<file path="src/rtl/intc_pkg.sv">
package intc_pkg;
  localparam int unsigned N_EXT = 6;
  localparam int unsigned N_INT = 20;
  localparam int unsigned N_SRC = N_EXT + N_INT;
  localparam int unsigned DW    = 32;
  localparam int unsigned AW    = 3;
  localparam int unsigned IW    = $clog2(N_SRC + 1);
  localparam int unsigned FIQ_IDX_LSB = 16;

  typedef enum logic [AW-1:0] {
    REG_MODE   = 3'd0,
    REG_ENABLE = 3'd1,
    REG_ROUTE  = 3'd2,
    REG_RAW    = 3'd3,
    REG_MASKED = 3'd4,
    REG_INDEX  = 3'd5
  } reg_addr_e;
endpackage

</file>
<file path="src/rtl/intc_sync.sv">
module intc_sync #(
  parameter int unsigned W = 1
) (
  input  logic         clk_i,
  input  logic         rst_ni,
  input  logic [W-1:0] d_i,
  output logic [W-1:0] q_o
);
  logic [W-1:0] meta_q, meta_d;
  logic [W-1:0] stab_q, stab_d;

  always_comb begin
    meta_d = d_i;
    stab_d = meta_q;
  end

  always_ff @(posedge clk_i or negedge rst_ni) begin
    if (!rst_ni) begin
      meta_q <= '0;
      stab_q <= '0;
    end else begin
      meta_q <= meta_d;
      stab_q <= stab_d;
    end
  end

  assign q_o = stab_q;
endmodule

</file>
<file path="src/rtl/intc_src_cell.sv">
module intc_src_cell (
  input  logic clk_i,
  input  logic rst_ni,
  input  logic in_i,
  input  logic edge_mode_i,
  input  logic clr_i,
  output logic pend_o
);
  logic prev_q, prev_d;
  logic latch_q, latch_d;
  logic rise;

  always_comb begin
    rise    = in_i & ~prev_q;
    prev_d  = in_i;
    if (edge_mode_i) begin
      latch_d = (latch_q & ~clr_i) | rise;
    end else begin
      latch_d = 1'b0;
    end
  end

  always_ff @(posedge clk_i or negedge rst_ni) begin
    if (!rst_ni) begin
      prev_q  <= 1'b0;
      latch_q <= 1'b0;
    end else begin
      prev_q  <= prev_d;
      latch_q <= latch_d;
    end
  end

  assign pend_o = edge_mode_i ? latch_q : in_i;
endmodule

</file>
<file path="src/rtl/intc_lowest.sv">
module intc_lowest #(
  parameter int unsigned N  = 26,
  parameter int unsigned IW = 5
) (
  input  logic [N-1:0]  vec_i,
  output logic [IW-1:0] idx_o
);
  always_comb begin
    idx_o = '1;
    for (int i = N - 1; i >= 0; i--) begin
      if (vec_i[i]) idx_o = IW'(i);
    end
  end
endmodule

</file>
<file path="src/rtl/intc_top.sv">
module intc_top
  import intc_pkg::*;
(
  input  logic             clk_i,
  input  logic             rst_ni,
  input  logic             sel_i,
  input  logic             wr_i,
  input  logic [AW-1:0]    addr_i,
  input  logic [DW-1:0]    wdata_i,
  output logic [DW-1:0]    rdata_o,
  input  logic [N_EXT-1:0] ext_i,
  input  logic [N_INT-1:0] int_i,
  output logic             irq_o,
  output logic             fiq_o
);
  localparam int unsigned PADW = DW - N_SRC;

  logic             rst_sync_n;
  logic [N_EXT-1:0] ext_s;
  logic [N_SRC-1:0] src_in;
  logic [N_SRC-1:0] mode_q, mode_d;
  logic [N_SRC-1:0] en_q, en_d;
  logic [N_SRC-1:0] route_q, route_d;
  logic [N_SRC-1:0] clr;
  logic [N_SRC-1:0] pend;
  logic [N_SRC-1:0] live;
  logic [N_SRC-1:0] irq_vec, fiq_vec;
  logic [IW-1:0]    irq_idx, fiq_idx;
  logic             irq_q, irq_d, fiq_q, fiq_d;
  logic             wr_en;

  intc_sync #(.W(1)) u_rst_sync (
    .clk_i (clk_i),
    .rst_ni(rst_ni),
    .d_i   (1'b1),
    .q_o   (rst_sync_n)
  );

  intc_sync #(.W(N_EXT)) u_ext_sync (
    .clk_i (clk_i),
    .rst_ni(rst_sync_n),
    .d_i   (ext_i),
    .q_o   (ext_s)
  );

  assign src_in = {int_i, ext_s};
  assign wr_en  = sel_i & wr_i;

  always_comb begin
    mode_d  = mode_q;
    en_d    = en_q;
    route_d = route_q;
    clr     = '0;
    if (wr_en) begin
      unique case (addr_i)
        REG_MODE:   mode_d  = wdata_i[N_SRC-1:0];
        REG_ENABLE: en_d    = wdata_i[N_SRC-1:0];
        REG_ROUTE:  route_d = wdata_i[N_SRC-1:0];
        REG_RAW:    clr     = wdata_i[N_SRC-1:0];
        default: ;
      endcase
    end
  end

  always_ff @(posedge clk_i or negedge rst_sync_n) begin
    if (!rst_sync_n) begin
      mode_q  <= '0;
      en_q    <= '0;
      route_q <= '0;
    end else if (wr_en) begin
      mode_q  <= mode_d;
      en_q    <= en_d;
      route_q <= route_d;
    end
  end

  for (genvar g = 0; g < N_SRC; g++) begin : g_src
    intc_src_cell u_cell (
      .clk_i      (clk_i),
      .rst_ni     (rst_sync_n),
      .in_i       (src_in[g]),
      .edge_mode_i(mode_q[g]),
      .clr_i      (clr[g]),
      .pend_o     (pend[g])
    );
  end

  assign live    = pend & en_q;
  assign irq_vec = live & ~route_q;
  assign fiq_vec = live & route_q;

  intc_lowest #(.N(N_SRC), .IW(IW)) u_irq_lowest (
    .vec_i(irq_vec),
    .idx_o(irq_idx)
  );

  intc_lowest #(.N(N_SRC), .IW(IW)) u_fiq_lowest (
    .vec_i(fiq_vec),
    .idx_o(fiq_idx)
  );

  always_comb begin
    irq_d = |irq_vec;
    fiq_d = |fiq_vec;
  end

  always_ff @(posedge clk_i or negedge rst_sync_n) begin
    if (!rst_sync_n) begin
      irq_q <= 1'b0;
      fiq_q <= 1'b0;
    end else begin
      irq_q <= irq_d;
      fiq_q <= fiq_d;
    end
  end

  assign irq_o = irq_q;
  assign fiq_o = fiq_q;

  always_comb begin
    rdata_o = '0;
    unique case (addr_i)
      REG_MODE:   rdata_o = {{PADW{1'b0}}, mode_q};
      REG_ENABLE: rdata_o = {{PADW{1'b0}}, en_q};
      REG_ROUTE:  rdata_o = {{PADW{1'b0}}, route_q};
      REG_RAW:    rdata_o = {{PADW{1'b0}}, pend};
      REG_MASKED: rdata_o = {{PADW{1'b0}}, live};
      REG_INDEX: begin
        rdata_o[IW-1:0]                     = irq_idx;
        rdata_o[FIQ_IDX_LSB+IW-1:FIQ_IDX_LSB] = fiq_idx;
      end
      default: rdata_o = '0;
    endcase
  end
endmodule

</file>
<file path="config.mk">
export PLATFORM = sky130hd
export DESIGN_NAME = intc_top
export DESIGN_NICKNAME = d
export VERILOG_FILES = /design/src/rtl/intc_pkg.sv /design/src/rtl/intc_sync.sv /design/src/rtl/intc_src_cell.sv /design/src/rtl/intc_lowest.sv /design/src/rtl/intc_top.sv
export SDC_FILE = /design/constraint.sdc
export NUM_CORES = 1
export LEC_CHECK = 0
export ABC_AREA = 1
export BUFFER_PORTS_ARGS = -buffer_cell sky130_fd_sc_hd__buf_4
export CAP_MARGIN = 20
export CORE_MARGIN = 2
export CORE_UTILIZATION = 50
export CTS_CLUSTER_DIAMETER = 150
export DETAILED_ROUTE_END_ITERATION = 10
export GPL_TIMING_DRIVEN = 0
export PLACE_DENSITY = 0.81
export SLEW_MARGIN = 10
export SYNTH_ARGS = -nofsm -noshare
export SYNTH_HDL_FRONTEND = slang
export SYNTH_SLANG_ARGS = --single-unit
</file>
<file path="constraint.sdc">
create_clock -name clk_i -period 6.5 [get_ports clk_i]
set_clock_uncertainty 0.15 [all_clocks]
set_input_delay 1.3 -clock clk_i [delete_from_list [all_inputs] [get_ports clk_i]]
set_output_delay 1.3 -clock clk_i [all_outputs]
set_load 0.01 [all_outputs]
</file>
==> key figures, run 1 <==
Global routing
  • First-pass GRT wire length: 32200 um
  • Vias in the first global route: 6324
  • Largest net degree at the start of global routing: 67
  • Total GRT Usage: 28.2%
  • Total grt overflow: 0
  • Initial antenna violation count: 0

Drt
  • 1st-pass router iterations: 5
  • Wire per inst: about 17 um
  • Total number of vias: 6754
  • Drt drc: 0
  • DRT iter0 DRCs: 560
  • Post-DRT Antenna Nets: 0
  • Final wirelength: around 20000 um
  • Number of vias per cell: approximately 5.6

Worst setup path
  • CP top delay family: buffers and inverters
  • Worst R2R End: irq_o$_DFF_PN0_
  • Slowest CP cell: nor3_1
  • Worst EP arrival: 3460 ps
  • Worst-path cell chain: buf_4 -> nor3_1 -> clkbuf_2 -> inv_2 -> clkbuf_1 -> o221ai_1 -> a21oi_1 -> o21ai_1 -> buf_4
  • Startpoint Class: primary input
  • Setup CP Type: in -> out
  • Largest stage delay, worst path: 590 ps
  • Worst path bufs/invs: 5
  • Most frequent CP cell: buf_4
  • Worst reg-to-reg setup slack: 4410 ps
  • CP max FO: 10
  • WP data required: between 5000 and 6000 ps
  • CP Capture Type: primary output
  • R2R depth: 9
  • R2r startpoint: mode_q[8]$_DFFE_PN0P_

Clock network
  • CTS tree: built
  • Postcts setup bufs: 0
  • # H-tree levels: 4
  • Clk_lat worst skew: 440 ps
  • Clock sinks: 146
  • PostCTS Resize Cnt: 0
  • Clock root cell: clkbuf_16
  • Hold_buf cts: 0
  • Reg clk slew, reported paths: 60 ps
  • Max clock buf depth: 2
  • Num CTS Buffers: 17

STA
  • Fin. max-slew vios: 0
  • Setup TNS: 0 ps
  • Final setup vio count: 0
  • Minimum clock period: 4910 ps
  • Worst slew pin tran: 804 ps
  • Final worst setup slack: 1590 ps
  • Achievable frequency: 204 MHz
  • Hold slack final: 64.0 ps
  • Tcrit/Tclk final: 75.5%
  • Max-slew headroom: between 40% and 50%
  • Fin. Hold Viols: 0
  • Unrepaired setup endpoints after global routing: no

Synthesis
  • Post-synth ARST share: 100%
  • Post-synthesis sequential area ratio: between 50 and 60%
  • Post-synth top cells: nand2_1 (279), dfrtp_1 (146), o21ai_1 (107), inv_1 (105), nor2_1 (36)
  • Post-synth top flop: dfrtp_1
  • Total of warnings raised by yosys: 0
  • Number of flops mapped to enable cells by yosys: 0
  • Yosys top cell area share: 50.8%
  • Synth cell types: 42
  • Mapped Cells: 910
  • Syn Area/Cell: 7.90 um^2
  • Synth Cell Area: a little over 7000 um^2
  • Area leader, netlist: dfrtp_1
  • Count leader, synth: nand2_1
  • FF+latch count, synth: 146
  • Synth top area cells: dfrtp_1 (51%), nand2_1 (15%), o21ai_1 (7.5%), inv_1 (5.5%), o22ai_1 (2.8%)

Power
  • LEAKAGE: 4.39 nW
  • Pwr/cell area: 316 nW/um^2
  • Total chip power: ~2.8 mW
  • VDD IR max: 0.216 mV

Place
  • PortBufs: 86
  • Placed cells: approximately 1200
  • Placer Congestion: 0.941
  • Pre-CTS setup slack: roughly 1500 ps
  • Hpwl dp: 14400 um

Die
  • Initial Util: 51.6%
  • Die Ht: 124 um
  • Area of the core: 13900 um^2
  • Row count: 43
  • Io pins: just under 100
  • Die width: between 100 and 150 um
  • Die area: approximately 15000 um^2

Final layout
  • ANT cells: 0
  • Layout cells sized above 1: 16.9%
  • Layout Cells excl Fill: 1216
  • Nets: 1088
  • Layout area overhead: 21.5%

Run
  • Max-Cap Viols: 0

Hold path
  • Worst hold path type: reg -> async

Status
  • Status: completed
[state kept, by name, indices dropped and copies added (netlist names)]
signal	flops
g_src.u_cell.latch_q	26
u_ext_sync.q_o	6
u_rst_sync.meta_q	1
en_q	26
u_rst_sync.q_o	1
mode_q	26
route_q	26
u_ext_sync.meta_q	6
fiq_o	1
irq_o	1
g_src.u_cell.prev_q	26
[worst register-to-register path, stage by stage, from the launching register on]
cell and delay [ps]:
dfrtp_1 430, nand2_1 110, o21ai_1 100, and2_4 160, nand2_1 70, nand2_1 70, nor2_1 190, nand2_1 100
nor4_1 350, nand3_1 200
[layout by cell type, fill, tap and decap left out, types with 4 or more instances in the layout]
cell type | Yosys | final
nand2_1 | 279 | 279
dfrtp_1 | 146 | 145
o21ai_1 | 107 | 107
inv_1 | 105 | 105
buf_4 | 6 | 92
nor2_1 | 36 | 36
o22ai_1 | 32 | 32
nor3_1 | 30 | 30
clkbuf_1 | 27 | 27
inv_2 | 26 | 26
clkbuf_16 | 0 | 17
a21oi_1 | 15 | 15
nand3_1 | 13 | 13
a221oi_1 | 11 | 11
nor2_2 | 8 | 8
o32ai_1 | 8 | 8
o21ai_0 | 7 | 7
conb_1 | 2 | 7
o211ai_1 | 6 | 6
a22oi_1 | 5 | 5
nand2_2 | 4 | 4
a31oi_1 | 4 | 4
o2111ai_1 | 4 | 4
o221ai_1 | 4 | 4
clkinv_4 | 0 | 4
[per-stage QoR]
stage | util (%) | instance area (um^2)
3_3_place_gp | 58.0 | 8080
2_1_floorplan | - | 7210
4_1_cts | 62.6 | 8730
3_5_place_dp | 58.4 | 8140
6_report | 62.7 | 8730
5_1_grt | 62.7 | 8730
[power by group]
| group | internal (mW) | leakage [nW] | switching (mW) | total (mW) |
|---|---|---|---|---|
| clock network | 0.578 | 0.283 | 0.407 | 0.985 |
| registers | 1.04 | 1.83 | 0.113 | 1.16 |
| logic | 0.243 | 2.28 | 0.375 | 0.618 |
[cells by family (layout without fill, tap and decap cells)]
kind of cell | after synthesis | in the layout | synth area share (%)
AO/OA/AOI/OAI | 212 | 212 | 17.6
AND/OR/NAND/NOR | 381 | 381 | 22.0
flip-flops | 146 | 146 | 50.8
multiplexers | 3 | 3 | 0.418
other | 2 | 7 | 0.104
buffers and inverters | 166 | 287 | 9.02
[worst max path at each step]
stage                                        start                                 end  slack (ps)  cells past startpoint
after floorplan           u_rst_sync.q_o$_DFF_PN0_                 en_q[0]$_DFFE_PN0P_        1980                      0
after global placement    u_rst_sync.q_o$_DFF_PN0_  g_src[23].u_cell.latch_q$_DFF_PN0_         390                      0
after detailed placement                 addr_i[2]                          rdata_o[5]        1530                      8
after CTS                                addr_i[2]                          rdata_o[5]        1480                      8
after global routing                     int_i[16]                         rdata_o[16]        1440                     29
final                                    addr_i[2]                          rdata_o[5]        1590                      9
[layout make-up]
class | count | area [um^2]
fill | 1261 | 5200
multi-input combinational | 603 | 2900
timing repair buffer | 89 | 706
clock inverter | 14 | 154
clock buffer | 18 | 439
buffer | 34 | 150
tap | 180 | 225
inverter | 132 | 498
sequential | 146 | 3660
[metal layers]
layer / share of wire, % / wire (um) / global-route usage, %
met1: 43 / 8750 / 38.8
met2: 45 / 9300 / 43.3
met3: 9.6 / 1970 / 7.60
met4: 2.5 / 506 / 10.2
met5: 0 / 0 / 0
(Power assumes the default switching activity.)
==> run 2, diff against run 1 <==
--- a/config.mk
+++ b/config.mk
@@ -13,7 +13,7 @@
 export CTS_CLUSTER_DIAMETER = 150
 export DETAILED_ROUTE_END_ITERATION = 10
 export GPL_TIMING_DRIVEN = 0
-export PLACE_DENSITY = 0.81
+export PLACE_DENSITY = 0.84
 export SLEW_MARGIN = 10
 export SYNTH_ARGS = -nofsm -noshare
 export SYNTH_HDL_FRONTEND = slang
==> constraint.sdc (replaced) <==
create_clock -name clk_i -period 4.5 [get_ports clk_i]
set_clock_uncertainty 0.15 [all_clocks]
set_input_delay 0.9 -clock clk_i [delete_from_list [all_inputs] [get_ports clk_i]]
set_output_delay 0.9 -clock clk_i [all_outputs]
set_load 0.01 [all_outputs]
==> run 2 against run 1 <==
Compared with the run above: die area unchanged; worst hold slack improved by 24 ps; first-iteration DRC count increased by 48%; largest cell class unchanged; wire length increased by 0.53%; largest power group unchanged.
==> key figures, run 2 (same netlist as run 1, synthesis figures left out) <==
Worst setup path
  • Setup CP Type: in -> out
  • R2r startpoint: mode_q[14]$_DFFE_PN0P_
  • CP Capture Type: primary output
  • R2R depth: 9 (unchanged)
  • Startpoint Class: primary input
  • CP max FO: 4 (-6)
  • Most frequent CP cell: nand2_1
  • Worst R2R End: irq_o$_DFF_PN0_
  • Largest stage delay, worst path: 250 ps (-340 ps)
  • Worst EP arrival: 2960 ps (-500 ps)
  • WP data required: 3450 ps (-1600 ps)
  • Slowest CP cell: o21ai_1
  • Worst reg-to-reg setup slack: 2410 ps (-2000 ps)

Global routing
  • First-pass GRT wire length: 32400 um (+0.64%)
  • Largest net degree at the start of global routing: 56 (-16%)
  • Initial antenna violation count: 0 (unchanged)
  • Total grt overflow: 0 (unchanged)
  • Total GRT Usage: 28.6% (+0.32 points)
  • Vias in the first global route: 6412 (+1.4%)

Die
  • Initial Util: 51.6% (unchanged)
  • Die width: 124 um (unchanged)
  • Io pins: 99 (unchanged)
  • Area of the core: 13900 um^2 (unchanged)
  • Die area: 15300 um^2 (unchanged)
  • Die Ht: 124 um (unchanged)
  • Row count: 43 (unchanged)

Clock network
  • Max clock buf depth: 2 (unchanged)
  • Num CTS Buffers: 17 (unchanged)
  • Hold_buf cts: 0 (unchanged)
  • Clock sinks: 146 (unchanged)
  • Clk_lat worst skew: 440 ps (about the same)
  • CTS tree: built
  • Postcts setup bufs: 0 (unchanged)
  • Reg clk slew, reported paths: 50 ps (about the same)
  • Clock root cell: clkbuf_16
  • PostCTS Resize Cnt: 0 (unchanged)
  • # H-tree levels: 4 (unchanged)

Final layout
  • Register Area: 3660 um^2 (unchanged)
  • Fillers: 1212 (-3.9%)
  • Layout cells sized above 1: 16.8% (-0.080 points)
  • Nets: 1087 (-0.092%)
  • ANT cells: 0 (unchanged)
  • Commonest non-fill, non-tap cell in the layout: nand2_1
  • Area of the multi-input gates: 2910 um^2 (+0.17%)
  • Post-layout utilization of the core: 62.7% (about the same)
  • Layout area overhead: 21.6% (about the same)
  • Commonest cells after routing, fill and taps aside: nand2_1 (279), dfrtp_1 (145), o21ai_1 (107)

Power
  • Sw Share: 32.0% (-0.46 points)
  • VDD IR max: 0.331 mV (+53%)
  • Gate power share: 22.2% (-0.2 points)
  • Clock power frac: 35.9% (+0.2 points)
  • Cell Int Power: 2.72 mW (+46%)
  • Seq pwr share: 41.9% (about the same)
  • LEAKAGE: 4.39 nW (about the same)
  • Sw Pwr: 1.28 mW (+43%)
  • Pwr/cell area: 458 nW/um^2 (+45%)

Drt
  • Final wirelength: 20600 um (+0.53%)
  • Total number of vias: 6745 (-0.13%)
  • Post-DRT Antenna Nets: 0 (unchanged)
  • Drt drc: 0 (unchanged)
  • Wire per inst: 17.0 um (+0.61%)
  • 1st-pass router iterations: 5 (unchanged)
  • DRT iter0 DRCs: 828 (+48%)
  • Number of vias per cell: 5.55 (about the same)

STA
  • Fin. max-slew vios: 0 (unchanged)
  • Minimum clock period: 4010 ps
  • Max-slew headroom: 43.6% (-2.8 points)
  • Final setup vio count: 0 (unchanged)
  • Tcrit/Tclk final: 89.0%
  • Achievable frequency: 250 MHz
  • Worst slew pin tran: 842 ps (+37.8 ps)
  • Setup TNS: 0 ps (unchanged)
  • Fin. Hold Viols: 0 (unchanged)
  • Unrepaired setup endpoints after global routing: no

Run
  • Max-Cap Viols: 0 (unchanged)

Place
  • Hpwl dp: 14400 um (+0.22%)
  • PortBufs: 86 (unchanged)
  • Placer Congestion: 0.968 (+2.9%)

Hold path
  • Worst hold path type: in -> async

Status
  • Status: completed
[run 2: cell type report]
| cell class | count | area share [%] |
|---|---|---|
| flip-flops and latches | 146 | 41.9 |
| multi-input cells | 603 | 33.3 |
| repair buffers | 88 | 8.02 |
| inverters | 132 | 5.70 |
| clock buffers | 21 | 5.38 |
| well taps | 180 | 2.58 |
| plain buffers | 34 | 1.72 |
| clock inverters | 11 | 1.46 |
[run 2: power groups by stage]
stage / clock network [mW] / logic, mW / registers [mW]
6_report: 1.43 / 0.888 / 1.68
5_1_grt: 1.51 / 1.00 / 1.70
4_1_cts: 1.44 / 0.878 / 1.67
3_5_place_dp: 0 / 0.868 / 1.69
3_3_place_gp: 0 / 0.825 / 1.70
2_1_floorplan: 0 / 0.582 / 1.67
[run 2: worst max-delay path by stage]
stage | from | end | slack (ps)
2_1_floorplan | int_i[15] | rdata_o[16] | 1130
3_3_place_gp | addr_i[2] | rdata_o[3] | 240
4_1_cts | int_i[16] | rdata_o[16] | 570
5_1_grt | int_i[16] | rdata_o[16] | 190
6_report | int_i[16] | rdata_o[16] | 490
3_5_place_dp | int_i[16] | rdata_o[16] | 580
[run 2: metal layers]
layer	vias up	wire length (um)	GRT usage [%]
li1	3199	-	-
met1	3163	8680	38.6
met2	328	9420	43.8
met3	55	1940	8.52
met4	0	601	10.8
met5	-	0	0
[run 2: critical path: cells and delay by family]
kind | cells | cell delay (ps)
buf+inv | 3 | 290
simple gates | 25 | 1510
compound gates | 1 | 250
[run 2: metrics by stage]
| stage | hold slack, ps | worst slack (ps) | cell area [um^2] | std cells | total power, mW |
|---|---|---|---|---|---|
| 2_1_floorplan | 181 | 1130 | 7210 | 915 | 2.25 |
| 4_1_cts | 78.3 | 568 | 8740 | 1215 | 3.99 |
| 6_report | 88.2 | 493 | 8740 | 1215 | 4.00 |
| 3_5_place_dp | 185 | 581 | 8140 | 1183 | 2.56 |
| 5_1_grt | 67.6 | 190 | 8740 | 1215 | 4.21 |
| 3_3_place_gp | 184 | 241 | 8080 | 1181 | 2.52 |
==> run 3, diff against run 2 <==
--- a/config.mk
+++ b/config.mk
@@ -14,6 +14,7 @@
 export DETAILED_ROUTE_END_ITERATION = 10
 export GPL_TIMING_DRIVEN = 0
 export PLACE_DENSITY = 0.84
+export RECOVER_POWER = 50
 export SLEW_MARGIN = 10
 export SYNTH_ARGS = -nofsm -noshare
 export SYNTH_HDL_FRONTEND = slang
==> run 3 against run 2 <==
Compared with the run above: non-clock buffer count unchanged; total power fell by 0.44%; clock-buffer cell count unchanged; cell count stayed put; via count grew 0.27%; worst hold slack improved by 6.3 ps; fmax down 1.1%; combinational power decreased by 1%; register-to-register slack worse by 1600 ps; setup slack worse by 44 ps; the flow now finishes with violations (max-capacitance violations, max-slew violations); clock power about the same; final area is 1.3% lower.
==> key figures, run 3 (same netlist as run 1, synthesis figures left out) <==
Place
  • Placer Congestion: 0.968 (unchanged)
  • Hpwl dp: 14400 um (unchanged)
  • PortBufs: 86 (unchanged)

Worst setup path
  • CP Capture Type: primary output
  • WP data required: 3450 ps (about the same)
  • Most frequent CP cell: nand2_1
  • Slowest CP cell: o21ai_1
  • Startpoint Class: primary input
  • Worst EP arrival: 3000 ps (+40 ps)
  • CP max FO: 4 (unchanged)
  • Setup CP Type: in -> out
  • Largest stage delay, worst path: 250 ps (about the same)

Drt
  • Number of vias per cell: 5.57 (+0.27%)
  • Final wirelength: 20600 um (-0.16%)
  • DRT iter0 DRCs: 786 (-5.1%)
  • Drt drc: 0 (unchanged)
  • Total number of vias: 6763 (+0.27%)
  • Post-DRT Antenna Nets: 0 (unchanged)
  • 1st-pass router iterations: 5 (unchanged)
  • Wire per inst: 17.0 um (-0.16%)

Die
  • Die Ht: 124 um (unchanged)
  • Area of the core: 13900 um^2 (unchanged)
  • Row count: 43 (unchanged)
  • Initial Util: 51.6% (unchanged)
  • Io pins: 99 (unchanged)
  • Die area: 15300 um^2 (unchanged)
  • Die width: 124 um (unchanged)

Clock network
  • Hold_buf cts: 0 (unchanged)
  • Num CTS Buffers: 17 (unchanged)
  • Reg clk slew, reported paths: 50 ps (about the same)
  • CTS tree: built
  • Clock sinks: 146 (unchanged)
  • # H-tree levels: 4 (unchanged)
  • Postcts setup bufs: 0 (unchanged)
  • Clock root cell: clkbuf_16
  • Max clock buf depth: 2 (unchanged)
  • Clk_lat worst skew: 430 ps (about the same)
  • PostCTS Resize Cnt: 0 (unchanged)

Final layout
  • Commonest cells after routing, fill and taps aside: nand2_1 (279), dfrtp_1 (146), o21ai_1 (107)
  • ANT cells: 0 (unchanged)
  • Commonest non-fill, non-tap cell in the layout: nand2_1
  • Layout cells sized above 1: 14.7% (-2.1 points)
  • Post-layout utilization of the core: 61.9% (-0.84 points)
  • Nets: 1087 (unchanged)
  • Layout area overhead: 20.0%

STA
  • Fin. max-slew vios: 93 (+93)
  • Setup TNS: 0 ps (unchanged)
  • Unrepaired setup endpoints after global routing: no
  • Tcrit/Tclk final: 90.0% (+0.97 points)
  • Achievable frequency: 247 MHz (-1.1%)
  • Final setup vio count: 0 (unchanged)
  • Max-slew headroom: -45.7% (-89 points)
  • Fin. Hold Viols: 0 (unchanged)
  • Worst slew pin tran: 2180 ps (+1340 ps)
  • Hold slack final: 94.5 ps (+6.32 ps)
  • Minimum clock period: 4050 ps (+43.8 ps)

Status
  • Status: finished with violations
  • Violated checks: max-capacitance violations, max-slew violations

Power
  • Sw Share: 32.0% (about the same)
  • Cell Int Power: 2.71 mW (-0.43%)
  • Pwr/cell area: 462 nW/um^2 (+0.90%)
  • Clock power frac: 35.9% (about the same)
  • Gate power share: 22.1% (about the same)
  • Seq pwr share: 42.1% (+0.2 points)
  • Sw Pwr: 1.27 mW (-0.46%)
  • LEAKAGE: 4.31 nW (-1.8%)
  • VDD IR max: 0.329 mV (-0.35%)

Hold path
  • Worst hold path type: in -> async

Run
  • Max-Cap Viols: 2 (+2)

Global routing
  • Largest net degree at the start of global routing: 56 (unchanged)
  • Vias in the first global route: 6412 (unchanged)
  • Total GRT Usage: 28.6% (unchanged)
  • First-pass GRT wire length: 32400 um (unchanged)
  • Total grt overflow: 0 (unchanged)
  • Initial antenna violation count: 0 (unchanged)
==> run 3: cell types whose count changed in the layout (fill, tap and decap cells not counted), moves of 2 or more <==
| cell | change |
|---|---|
| clkbuf_1 | +20 |
| buf_16 | -2 |
| buf_4 | -27 |
| clkbuf_4 | +7 |
==> run 3: final cells by class <==
type / instances / area [um^2]
Clock buffer: 21 / 470
Inverter: 132 / 498
Buffer: 34 / 150
Timing Repair Buffer: 88 / 588
Sequential cell: 146 / 3650
Fill cell: 1233 / 5310
Multi-Input combinational cell: 603 / 2910
Tap cell: 180 / 225
Clock inverter: 11 / 128
==> run 3: routing by layer <==
metal | up-vias | GRT usage [%] | routed length (um)
li1 | 3198 | - | -
met1 | 3146 | 38.6 | 8590
met2 | 363 | 43.8 | 9340
met3 | 56 | 8.52 | 2040
met4 | 0 | 10.8 | 627
met5 | - | 0 | 0
==> run 3: worst paths after layout <==
kind	startpoint	endpoint	slack, ps	cells past startpoint
setup / recovery	int_i[16]	rdata_o[16]	450	29
hold / removal	rst_ni	u_rst_sync.q_o$_DFF_PN0_	90	1
setup reg to reg	u_rst_sync.q_o$_DFF_PN0_	g_src[1].u_cell.latch_q$_DFF_PN0_	860	1
hold reg to reg	u_ext_sync.meta_q[4]$_DFF_PN0_	u_ext_sync.q_o[4]$_DFF_PN0_	200	0
max in group asynchronous	u_rst_sync.q_o$_DFF_PN0_	g_src[1].u_cell.latch_q$_DFF_PN0_	860	1
min in group clk_i	u_ext_sync.meta_q[4]$_DFF_PN0_	u_ext_sync.q_o[4]$_DFF_PN0_	200	0
==> run 3: metrics by stage <==
step                      setup slack [ps]  std cells  area (um^2)  total power [mW]
final                                  449       1215         8620              3.98
after global placement                 241       1181         8080              2.52
after global routing                   120       1215         8620              4.20
after CTS                              568       1215         8740              3.99
after detailed placement               581       1183         8140              2.56
after floorplan                       1130        915         7210              2.25
==> run 3: worst max-delay path: cells and delay by family <==
kind,cells,cell delay (ps)
AOI/OAI and AO/OA,1,250
buffers and inverters,3,340
and+or+nand+nor,25,1510
==> run 3: power groups by stage <==
stage          registers, mW  clock network [mW]  logic [mW]
5_1_grt                 1.70                1.51       0.990
2_1_floorplan           1.67                   0       0.582
4_1_cts                 1.67                1.44       0.878
6_report                1.68                1.43       0.878
3_3_place_gp            1.70                   0       0.825
3_5_place_dp            1.69                   0       0.868
